[src/rtl/tvsnd_ctl_pkg.sv]
package tvsnd_ctl_pkg;

  typedef enum logic [2:0] {
    ST_IDLE,
    ST_ADDR,
    ST_AACK,
    ST_WBYTE,
    ST_WACK,
    ST_RBYTE,
    ST_RACK,
    ST_SKIP
  } eng_state_t;

  typedef struct packed {
    logic       test;
    logic       baseband;
    logic       clkout;
    logic       ext_src;
    logic       mute;
    logic       mono;
    logic [1:0] lang;
  } ctl_t;

  // Address select: 00 low, 01 open, 10 high, 11 treated as open
  function automatic logic [6:0] pick_addr(input logic [1:0] sel,
                                           input logic [6:0] a_low,
                                           input logic [6:0] a_open,
                                           input logic [6:0] a_high);
    logic [6:0] a;
    case (sel)
      2'b00:   a = a_low;
      2'b10:   a = a_high;
      default: a = a_open;
    endcase
    return a;
  endfunction

  // New control value; language code 11 keeps the old language
  function automatic ctl_t merge_ctl(input ctl_t old, input logic [7:0] wr);
    ctl_t n;
    n = ctl_t'(wr);
    if (wr[1:0] == 2'b11) n.lang = old.lang;
    return n;
  endfunction

  function automatic logic [7:0] status_byte(input logic st, input logic bi,
                                             input logic init);
    return {st, bi, init, 5'b00000};
  endfunction

endpackage

[src/rtl/tvsnd_line_filter.sv]
module tvsnd_line_filter #(
  parameter int   SYNC_STAGES = 2,
  parameter int   VOTE_LEN    = 3,
  parameter logic RST_VAL     = 1'b1
) (
  input  logic clk,
  input  logic rst_n,
  input  logic din,
  output logic dout
);
  logic [SYNC_STAGES-1:0] sync_q;
  logic [VOTE_LEN-1:0]    hist_q;

  always_ff @(posedge clk or negedge rst_n) begin
    if (!rst_n) begin
      sync_q <= {SYNC_STAGES{RST_VAL}};
      hist_q <= {VOTE_LEN{RST_VAL}};
      dout   <= RST_VAL;
    end else begin
      sync_q <= {sync_q[SYNC_STAGES-2:0], din};
      hist_q <= {hist_q[VOTE_LEN-2:0], sync_q[SYNC_STAGES-1]};
      if (&hist_q)       dout <= 1'b1;
      else if (~|hist_q) dout <= 1'b0;
    end
  end
endmodule

[src/rtl/tvsnd_bus_events.sv]
module tvsnd_bus_events (
  input  logic clk,
  input  logic rst_n,
  input  logic scl,
  input  logic sda,
  output logic scl_rise,
  output logic scl_fall,
  output logic bus_start,
  output logic bus_stop
);
  logic scl_d, sda_d;

  always_ff @(posedge clk or negedge rst_n) begin
    if (!rst_n) begin
      scl_d <= 1'b1;
      sda_d <= 1'b1;
    end else begin
      scl_d <= scl;
      sda_d <= sda;
    end
  end

  assign scl_rise  = scl & ~scl_d;
  assign scl_fall  = ~scl & scl_d;
  assign bus_start = scl & scl_d & sda_d & ~sda;
  assign bus_stop  = scl & scl_d & ~sda_d & sda;
endmodule

[src/rtl/tvsnd_byte_engine.sv]
module tvsnd_byte_engine
  import tvsnd_ctl_pkg::*;
#(
  parameter int BYTE_W = 8
) (
  input  logic              clk,
  input  logic              rst_n,
  input  logic              scl_rise,
  input  logic              scl_fall,
  input  logic              bus_start,
  input  logic              bus_stop,
  input  logic              sda_bit,
  input  logic [BYTE_W-2:0] my_addr,
  input  logic              test_on,
  input  logic [BYTE_W-1:0] stat_byte,
  output logic              sda_pull,
  output logic              ctl_wr,
  output logic              mon_wr,
  output logic [BYTE_W-1:0] wr_byte,
  output logic              ack_slot,
  output logic              rd_slot
);
  localparam int CNT_W = $clog2(BYTE_W);
  localparam logic [CNT_W-1:0] LAST_BIT = CNT_W'(BYTE_W - 1);

  eng_state_t        state;
  logic [CNT_W-1:0]  bit_cnt;
  logic              full;
  logic [BYTE_W-1:0] sh_in;
  logic [BYTE_W-1:0] sh_out;
  logic [BYTE_W-1:0] rd_cap;
  logic              rd_mode;
  logic [1:0]        byte_idx;
  logic              byte_done;
  logic              accept_data;

  assign byte_done   = scl_fall && full;
  assign accept_data = (byte_idx == 2'd0) || ((byte_idx == 2'd1) && test_on);
  assign ctl_wr      = (state == ST_WBYTE) && byte_done && (byte_idx == 2'd0);
  assign mon_wr      = (state == ST_WBYTE) && byte_done && (byte_idx == 2'd1) && test_on;
  assign wr_byte     = sh_in;
  assign ack_slot    = (state == ST_AACK) || (state == ST_WACK);
  assign rd_slot     = (state == ST_RBYTE);

  always_ff @(posedge clk or negedge rst_n) begin
    if (!rst_n) begin
      state    <= ST_IDLE;
      bit_cnt  <= '0;
      full     <= 1'b0;
      sh_in    <= '0;
      sh_out   <= '0;
      rd_cap   <= '0;
      rd_mode  <= 1'b0;
      byte_idx <= 2'd0;
      sda_pull <= 1'b0;
    end else if (bus_start) begin
      state    <= ST_ADDR;
      bit_cnt  <= '0;
      full     <= 1'b0;
      byte_idx <= 2'd0;
      sda_pull <= 1'b0;
    end else if (bus_stop) begin
      state    <= ST_IDLE;
      full     <= 1'b0;
      sda_pull <= 1'b0;
    end else begin
      case (state)
        ST_ADDR, ST_WBYTE: begin
          if (scl_rise) begin
            sh_in <= {sh_in[BYTE_W-2:0], sda_bit};
            if (bit_cnt == LAST_BIT) full <= 1'b1;
            else bit_cnt <= bit_cnt + 1'b1;
          end
          if (byte_done) begin
            full    <= 1'b0;
            bit_cnt <= '0;
            if (state == ST_ADDR) begin
              if (sh_in[BYTE_W-1:1] == my_addr) begin
                sda_pull <= 1'b1;
                state    <= ST_AACK;
                rd_mode  <= sh_in[0];
                rd_cap   <= stat_byte;
                sh_out   <= stat_byte;
              end else begin
                state <= ST_SKIP;
              end
            end else if (accept_data) begin
              sda_pull <= 1'b1;
              state    <= ST_WACK;
            end else begin
              state <= ST_SKIP;
            end
          end
        end
        ST_AACK: begin
          if (scl_fall) begin
            if (rd_mode) begin
              state    <= ST_RBYTE;
              sda_pull <= ~sh_out[BYTE_W-1];
              bit_cnt  <= '0;
            end else begin
              state    <= ST_WBYTE;
              sda_pull <= 1'b0;
              byte_idx <= 2'd0;
            end
          end
        end
        ST_WACK: begin
          if (scl_fall) begin
            sda_pull <= 1'b0;
            state    <= ST_WBYTE;
            if (byte_idx != 2'd2) byte_idx <= byte_idx + 2'd1;
          end
        end
        ST_RBYTE: begin
          if (scl_fall) begin
            if (bit_cnt == LAST_BIT) begin
              sda_pull <= 1'b0;
              state    <= ST_RACK;
              full     <= 1'b0;
            end else begin
              bit_cnt  <= bit_cnt + 1'b1;
              sda_pull <= ~sh_out[BYTE_W-2];
              sh_out   <= {sh_out[BYTE_W-2:0], 1'b0};
            end
          end
        end
        ST_RACK: begin
          if (scl_rise) begin
            if (sda_bit) state <= ST_SKIP;
            else full <= 1'b1;
          end
          if (scl_fall && full) begin
            full     <= 1'b0;
            state    <= ST_RBYTE;
            bit_cnt  <= '0;
            sda_pull <= ~rd_cap[BYTE_W-1];
            sh_out   <= rd_cap;
          end
        end
        default: ;
      endcase
    end
  end
endmodule

[src/rtl/tvsnd_ctl_regs.sv]
module tvsnd_ctl_regs
  import tvsnd_ctl_pkg::*;
#(
  parameter logic [7:0] CTL_INIT = 8'h01,
  parameter int         MON_W    = 4,
  parameter int         MON_LAST = 10
) (
  input  logic             clk,
  input  logic             rst_n,
  input  logic             ctl_wr,
  input  logic             mon_wr,
  input  logic [7:0]       wr_byte,
  output ctl_t             ctl_q,
  output logic [MON_W-1:0] mon_q,
  output logic             init_q
);
  localparam logic [7:0] MON_LIMIT = 8'(MON_LAST);

  always_ff @(posedge clk or negedge rst_n) begin
    if (!rst_n) begin
      ctl_q  <= ctl_t'(CTL_INIT);
      mon_q  <= '0;
      init_q <= 1'b1;
    end else if (ctl_wr) begin
      ctl_q  <= merge_ctl(ctl_q, wr_byte);
      init_q <= 1'b0;
      if (!wr_byte[7]) mon_q <= '0;
    end else if (mon_wr && (wr_byte <= MON_LIMIT)) begin
      mon_q <= wr_byte[MON_W-1:0];
    end
  end
endmodule

[src/rtl/tvsnd_ctl_slave.sv]
module tvsnd_ctl_slave
  import tvsnd_ctl_pkg::*;
#(
  parameter logic [6:0] ADDR_LOW    = 7'h50,
  parameter logic [6:0] ADDR_OPEN   = 7'h40,
  parameter logic [6:0] ADDR_HIGH   = 7'h42,
  parameter logic [7:0] CTL_INIT    = 8'h01,
  parameter int         SYNC_STAGES = 2,
  parameter int         VOTE_LEN    = 3,
  parameter int         MON_W       = 4,
  parameter int         MON_LAST    = 10
) (
  input  logic             clk,
  input  logic             rst_n,
  input  logic             scl_in,
  input  logic             sda_in,
  input  logic [1:0]       addr_sel,
  input  logic             stereo_det,
  input  logic             bilingual_det,
  output logic             sda_pull,
  output logic             ctl_test,
  output logic             ctl_baseband,
  output logic             ctl_clkout_en,
  output logic             ctl_ext_src,
  output logic             ctl_mute,
  output logic             ctl_force_mono,
  output logic [1:0]       ctl_lang,
  output logic [MON_W-1:0] mon_sel
);
  localparam int LINES = 2;

  logic [LINES-1:0] raw_lines, flt_lines;
  logic scl_f, sda_f;
  logic evt_rise, evt_fall, evt_start, evt_stop;
  logic ctl_wr, mon_wr, ack_slot, rd_slot, init_flag;
  logic [7:0] wr_byte, stat_byte, ctl_bits;
  logic [6:0] my_addr;
  ctl_t ctl_q;

  assign raw_lines = {sda_in, scl_in};

  for (genvar g = 0; g < LINES; g++) begin : g_line
    tvsnd_line_filter #(
      .SYNC_STAGES(SYNC_STAGES),
      .VOTE_LEN   (VOTE_LEN),
      .RST_VAL    (1'b1)
    ) u_filt (
      .clk (clk),
      .rst_n(rst_n),
      .din (raw_lines[g]),
      .dout(flt_lines[g])
    );
  end

  assign scl_f = flt_lines[0];
  assign sda_f = flt_lines[1];

  tvsnd_bus_events u_evt (
    .clk      (clk),
    .rst_n    (rst_n),
    .scl      (scl_f),
    .sda      (sda_f),
    .scl_rise (evt_rise),
    .scl_fall (evt_fall),
    .bus_start(evt_start),
    .bus_stop (evt_stop)
  );

  assign my_addr   = pick_addr(addr_sel, ADDR_LOW, ADDR_OPEN, ADDR_HIGH);
  assign stat_byte = status_byte(stereo_det, bilingual_det, init_flag);

  tvsnd_byte_engine #(.BYTE_W(8)) u_eng (
    .clk      (clk),
    .rst_n    (rst_n),
    .scl_rise (evt_rise),
    .scl_fall (evt_fall),
    .bus_start(evt_start),
    .bus_stop (evt_stop),
    .sda_bit  (sda_f),
    .my_addr  (my_addr),
    .test_on  (ctl_q.test),
    .stat_byte(stat_byte),
    .sda_pull (sda_pull),
    .ctl_wr   (ctl_wr),
    .mon_wr   (mon_wr),
    .wr_byte  (wr_byte),
    .ack_slot (ack_slot),
    .rd_slot  (rd_slot)
  );

  tvsnd_ctl_regs #(
    .CTL_INIT(CTL_INIT),
    .MON_W   (MON_W),
    .MON_LAST(MON_LAST)
  ) u_regs (
    .clk    (clk),
    .rst_n  (rst_n),
    .ctl_wr (ctl_wr),
    .mon_wr (mon_wr),
    .wr_byte(wr_byte),
    .ctl_q  (ctl_q),
    .mon_q  (mon_sel),
    .init_q (init_flag)
  );

  assign ctl_bits       = ctl_q;
  assign ctl_test       = ctl_q.test;
  assign ctl_baseband   = ctl_q.baseband;
  assign ctl_clkout_en  = ctl_q.clkout;
  assign ctl_ext_src    = ctl_q.ext_src;
  assign ctl_mute       = ctl_q.mute;
  assign ctl_force_mono = ctl_q.mono;
  assign ctl_lang       = ctl_q.lang;
endmodule

[config.mk]
export PLATFORM = sky130hd
export DESIGN_NAME = tvsnd_ctl_slave
export DESIGN_NICKNAME = d
export VERILOG_FILES = /design/src/rtl/tvsnd_ctl_pkg.sv /design/src/rtl/tvsnd_line_filter.sv /design/src/rtl/tvsnd_bus_events.sv /design/src/rtl/tvsnd_byte_engine.sv /design/src/rtl/tvsnd_ctl_regs.sv /design/src/rtl/tvsnd_ctl_slave.sv
export SDC_FILE = /design/constraint.sdc
export NUM_CORES = 1
export LEC_CHECK = 0
export BUFFER_PORTS_ARGS = -buffer_cell sky130_fd_sc_hd__buf_4
export CAP_MARGIN = 40
export CORE_MARGIN = 2
export CORE_UTILIZATION = 36
export DETAILED_ROUTE_END_ITERATION = 16
export SLEW_MARGIN = 0
export SYNTH_ARGS = -nofsm -noshare
export SYNTH_HDL_FRONTEND = slang
export SYNTH_SLANG_ARGS = --single-unit
[constraint.sdc]
create_clock -name clk -period 3.8 [get_ports clk]
set_clock_uncertainty 0.1 [all_clocks]
set_input_delay 0.38 -clock clk [delete_from_list [all_inputs] [get_ports clk]]
set_output_delay 0.38 -clock clk [all_outputs]
set_load 0.05 [all_outputs]
Yosys cells after proc, flatten, opt, wreduce, memory -nomap -nowiden
Index checks and enable logic that the tools add are counted.

cells by class
  bitwise logic cells = 17
  reduce and logical (&&, ||, !) cells = 31
  eq/ne operators = 43
  order comparisons = 1
  add/subtract/negate cells = 2
  mux-type cells = 71

operators by type and width
  operator            number
  $mux 3              22
  $mux 8              6
  $ne 4x3->1 const B  7
  $mux 1              26
  $pmux 8 s3          1
  $ne 5x4->1 const B  4
  $reduce_and 8->1    2
  $ne 3x2->1 const B  5
  $pmux 3 s5          1
  $mux 2              7
  $ne 2x1->1 const B  7
  $reduce_and 7->1    2
  $eq 3x3->1 const B  4
  $mux 4              3
  $pmux 3 s4          1
  $reduce_and 6->1    2
  $ne 5x3->1 const B  2
  $not 1->1           10
  $pmux 5 s2          1
  $reduce_bool 5->1   2
  $reduce_and 9->1    1
  $le 8x4->1 const B  1
  $ne 2x2->1 const B  4
  $and 1x1->1         7
  23 further kinds    37

storage, ports and cells
  logic and storage cells = 191
  bits of input ports = 8
  register bits after elaboration = 57
  output and inout port bits = 13

Logic depth before layout (Yosys ltp)
  depth after elaboration = 9
  gate-level depth with buffers = 7
  mapped depth without buffers = 6

By module
A second synthesis with hierarchy kept.

unflattened totals
  cells, all modules = 307
  area total of the unflattened synthesis = 3315.7 um^2

modules (own cells, without submodules)
  module             area an instance (um^2)  cells each  times used  sequential area each (um^2)
  tvsnd_byte_engine  2215.9                   218         1           875.8
  tvsnd_ctl_regs     636.9                    59          1           327.8
  tvsnd_line_filter  176.4                    10          2           157.7
  tvsnd_bus_events   85.1                     6           1           52.6
  tvsnd_ctl_slave    25.0                     4           1           0.0

Worst setup path after synthesis
Ideal clock, no wire load.

  kind = reg-to-reg
  start point = reg g_line[0].u_filt.dout
  end point = reg u_eng.bit_cnt[1]
  setup time = 0.122 ns
  buffers on the path = 0
  arrival time = 1.771 ns
  slack = 1.808 ns
  required time = 3.578 ns
  period minus slack after synthesis = 1.992 ns
  stages on the path, launching flop included = 6
  path through = dfstp_2 and3b_1 or4b_1 a31o_1 and2_4 a32o_1

between the ends
  word-level cells in the longest chain between the ends = 7
  elaborated cells on any way between the ends = 21
  classes of those cells = eq/ne: 6; mux: 4; bitwise: 8; reduce/logical: 3

RTL lines
  what                    line                                               RTL
  start, declared         tvsnd_line_filter.sv:9                             output logic dout
  start signal, assigned  tvsnd_line_filter.sv:18                            dout <= RST_VAL;
  start signal, assigned  tvsnd_line_filter.sv:22                            if (&hist_q) dout <= 1'b1;
  start signal, assigned  tvsnd_line_filter.sv:23                            else if (~|hist_q) dout <= 1'b0;
  $not 1->1               tvsnd_bus_events.sv:24                             assign scl_fall = ~scl & scl_d;
  $and 1x1->1             tvsnd_bus_events.sv:24
  $logic_and 1x1->1       tvsnd_byte_engine.sv:37, tvsnd_byte_engine.sv:133
  $mux 3                  tvsnd_byte_engine.sv:74                            if (byte_done) begin
  $pmux 3 s4              tvsnd_byte_engine.sv:67                            case (state)
  $mux 3                  tvsnd_byte_engine.sv:62                            end else if (bus_stop) begin
  $mux 3                  tvsnd_byte_engine.sv:56                            end else if (bus_start) begin
  end signal, assigned    tvsnd_byte_engine.sv:72                            else bit_cnt <= bit_cnt + 1'b1;
  end signal, assigned    tvsnd_byte_engine.sv:122                           bit_cnt <= bit_cnt + 1'b1;
  end, declared           tvsnd_byte_engine.sv:27                            logic [CNT_W-1:0] bit_cnt;

Several ways; a longest one is shown, not always the timed one. The select of a mux whose other input is x is not followed.
A chain may end at the register's enable or synchronous reset.

Worst setup path in the final report
  start point = reg u_eng.state[0]
  end point = reg u_eng.bit_cnt[1]

between the ends
  word-level cells in the longest chain between the ends = 5
  elaborated cells on any way between the ends = 16
  classes of those cells = eq/ne: 10; mux: 3; reduce/logical: 3

RTL lines
  what                                      line                     RTL
  start, declared                           tvsnd_byte_engine.sv:26  eng_state_t state;
  start signal, assigned                    tvsnd_byte_engine.sv:47  state <= ST_IDLE;
  start signal, assigned                    tvsnd_byte_engine.sv:57  state <= ST_ADDR;
  start signal, assigned                    tvsnd_byte_engine.sv:63  state <= ST_IDLE;
  $eq 3x1->1 or $eq 3x2->1 (tied branches)  tvsnd_byte_engine.sv:67
  $reduce_or 2->1                           tvsnd_byte_engine.sv:67
  $pmux 3 s4                                tvsnd_byte_engine.sv:67
  $mux 3                                    tvsnd_byte_engine.sv:62
  $mux 3                                    tvsnd_byte_engine.sv:56

Several ways; a longest one is shown, not always the timed one. The select of a mux whose other input is x is not followed.

==> results.py <==
metrics = {
    "status": {
        "status": "finished with violations",
        "violations": "hold timing",
    },
    "route": {
        "dr.pass1.iters": 4,
        "vias": 1953,
        "drc": 0,
        "postRouteAntennaNets": 0,
        "routed_wl_um": 5275,
        "wl_per_cell_um": 14.30,
        "drtIter0Drc": 134,
        "via_per_inst": 5.293,
    },
    "power_and_ir_drop": {
        "p_sw_mw": 0.8750,
        "switching_share_pct": 41.99,
        "p_clk_share_pct": 15.0,
        "power_leakage_nw": 1.282,
        "irDropWorstVdd_mv": 0.2808,
        "powerDensity_nw_per_um2": 704.5,
        "p_comb_share_pct": 41.2,
        "total_power_mw": 2.084,
        "p_seq_share_pct": 43.8,
        "p_int_mw": 1.209,
    },
    "timing": {
        "finalHoldViolations": 5,
        "final.period_utilization_pct": 64.23,
        "period_needed_ns": 2.441,
        "max_freq_mhz": 409.7,
        "final-max-slew-violation-count": 0,
        "holdWs_ns": -0.005575,
        "relSlewSlack_pct": 51.96,
        "setup_viol": 0,
        "rsz0062_at_grt": "false",
        "tightest_slew_ns": 0.7207,
        "tns_ns": 0,
    },
    "setup_path": {
        "rrSetupSlack_ns": 1.36,
        "r2r_start": "u_eng.state[0]",
        "cp.arrival_ns": 2.55,
        "path_class": "register to register",
        "timing.rr.end": "u_eng.bit_cnt[1]",
        "worstSetupEndpointType": "register",
        "start_kind": "register",
        "cp_max_fo": 27,
        "critPathRequiredTime_ns": 3.90,
        "worst_r2r_path_depth": 5,
    },
    "clocking": {
        "ctsHoldBuffers": 0,
        "root_buffer": "clkbuf_8",
        "cts_tree": "built",
        "post_cts_buffers": 0,
        "htree_levels": 2,
        "clk_latency_ns": 0.30,
        "cts.repair.resized": 0,
        "cts.path.max_buffers": 2,
        "clkSlewWorstSetupHoldPaths_ns": 0.10,
        "cts_sinks": 52,
        "cts_buffers": 5,
    },
    "run": {
        "cap_violations": 0,
    },
    "global_routing": {
        "antenna_found_initial": 0,
        "grt_first_pass_wirelength_um": 9225,
        "grtUsageTotal_pct": 13.72,
        "first_global_vias": 1860,
        "grt_overflow_total": 0,
        "grt_start_max_net_pins": 53,
    },
    "floorplan": {
        "num_rows": 31,
        "start_util_pct": 36.93,
        "io_pins": 21,
        "die_area_um2": 8063,
        "core_um2": 7176,
        "die_w_um": 89.80,
        "fp.dieH_um": 89.80,
    },
    "cells_and_area": {
        "syn_to_final_growth_pct": 11.61,
        "nFillCells": 681,
        "final_common_cell": "dfrtp_1",
        "layout-drive-gt1-share_pct": 23.33,
        "final_cell_mix": "36 x dfrtp_1, 20 x buf_4, 18 x nor2_1, 18 x a21oi_1, 17 x nand2_1",
        "diodes": 0,
        "nNetsFinal": 281,
    },
    "placed_design": {
        "dpl.hpwl_um": 3725,
        "place.gp.congestion": 0.8327,
        "portBuffers": 20,
    },
    "logic_synthesis": {
        "yosysSeqAreaShare_pct": 49.86,
        "synth_cells": 253,
        "syn_nets": 265,
        "async_reset_ff_share_pct": 100.0,
        "syn_area_um2": 2650,
        "synth_warnings": 0,
        "synth_cell_types": 54,
        "synth-edff-count": 0,
        "synth-seq-cells": 52,
        "synth-main-ff-cell": "dfrtp_1",
        "syn_area_per_cell_um2": 10.47,
    },
    "worst_hold_path": {
        "worstHoldPathType": "input port to async pin",
    },
}
[per-layer routing]
layer,vias up,global-route usage (%),share of wire (%)
met5,-,0,0
met4,0,3.846,1.1
met3,4,1.844,3.3
met2,38,21.65,48
met1,957,19.90,47
li1,954,-,-
[worst max-delay path: stages, from the launching register on]
cell	delay (ns)
dfrtp_1	0.82
inv_2	0.21
or4b_1	0.55
a31o_1	0.27
and2_4	0.15
a32o_1	0.23
[sequential cells by signal, summed over array words and instances (netlist names), 2 cells and up]
| register | cells |
|---|---|
| u_eng.bit_cnt | 3 |
| u_regs.mon_q | 4 |
| u_eng.byte_idx | 2 |
| g_line.u_filt.sync_q | 4 |
| u_eng.wr_byte | 8 |
| u_eng.state | 3 |
| u_regs.ctl_q | 8 |
| u_eng.rd_cap | 3 |
| g_line.u_filt.dout | 2 |
| g_line.u_filt.hist_q | 6 |
| u_eng.sh_out | 3 |
[final cells by class]
| cell class | count | area [µm²] | share of cell area, % |
|---|---|---|---|
| inverters | 12 | 45.04 | 1.523 |
| clock buffers | 5 | 68.82 | 2.327 |
| flip-flops and latches | 52 | 1321 | 44.67 |
| repair buffers | 20 | 150.1 | 5.076 |
| clock inverters | 3 | 17.52 | 0.5922 |
| well taps | 99 | 123.9 | 4.188 |
| multi-input cells | 178 | 1231 | 41.62 |
[metrics by stage]
step | hold WS, ns | util (%) | cell area, µm² | setup WS (ns) | cells
detailed placement | 0.2469 | 40.02 | 2872 | 1.424 | 361
floorplan | -0.01559 | - | 2650 | 1.808 | 253
global placement | 0.2455 | 40.02 | 2872 | 1.466 | 361
global route | 0.04891 | 41.22 | 2958 | 1.210 | 369
CTS | 0.02073 | 41.22 | 2958 | 1.407 | 369
finish | -0.005575 | 41.22 | 2958 | 1.359 | 369
[worst max path at each step]
| stage | startpoint | endpoint | slack, ns |
|---|---|---|---|
| 3_3_place_gp | g_line[0].u_filt.dout | u_eng.bit_cnt[1] | 1.47 |
| 5_1_grt | u_eng.state[0] | u_eng.bit_cnt[1] | 1.21 |
| 3_5_place_dp | g_line[0].u_filt.dout | u_eng.bit_cnt[1] | 1.42 |
| 6_report | u_eng.state[0] | u_eng.bit_cnt[1] | 1.36 |
| 2_1_floorplan | g_line[0].u_filt.dout | u_eng.bit_cnt[1] | 1.81 |
| 4_1_cts | u_eng.state[0] | u_eng.bit_cnt[1] | 1.41 |
[cell usage after synthesis, types with 3 or more instances]
cell        n  area (µm²)
dfrtp_1    36       900.9
a21oi_1    18       90.09
nor2_1     18       67.56
nand2_1    17       63.81
dfstp_2    16       420.4
mux2_2     15       168.9
o21ai_0    13       65.06
inv_1      11       41.29
buf_2       9       45.04
nand3_1     7       35.03
a22o_1      6       52.55
mux2_1      6       67.56
nor3_1      5       25.02
o21ai_1     5       25.02
and3b_1     4       35.03
ha_1        4       50.05
mux2i_1     4       40.04
nand2b_1    4       25.02
nor2b_1     4       25.02
nor3b_1     4       30.03
a211oi_1    3       22.52
a21boi_0    3       22.52
o2bb2ai_1   3       26.28
[power by group through the flow]
stage | Sequential [mW] | Clock [mW] | Combinational, mW
2_1_floorplan | 0.910 | 0 | 0.657
3_3_place_gp | 0.915 | 0 | 0.848
3_5_place_dp | 0.919 | 0 | 0.858
4_1_cts | 0.907 | 0.325 | 0.863
5_1_grt | 0.946 | 0.351 | 0.947
6_report | 0.913 | 0.312 | 0.859
[kinds of logic after synthesis]
logic type	share of synthesized area, %
AOI/OAI and AO/OA	16.19
xor gates and xnor gates	0.3306
adders and majority gates	1.889
buffers and inverters	3.683
DFF	49.86
muxes	10.43
and+or+nand+nor	17.61
(Power assumes the default switching activity.)
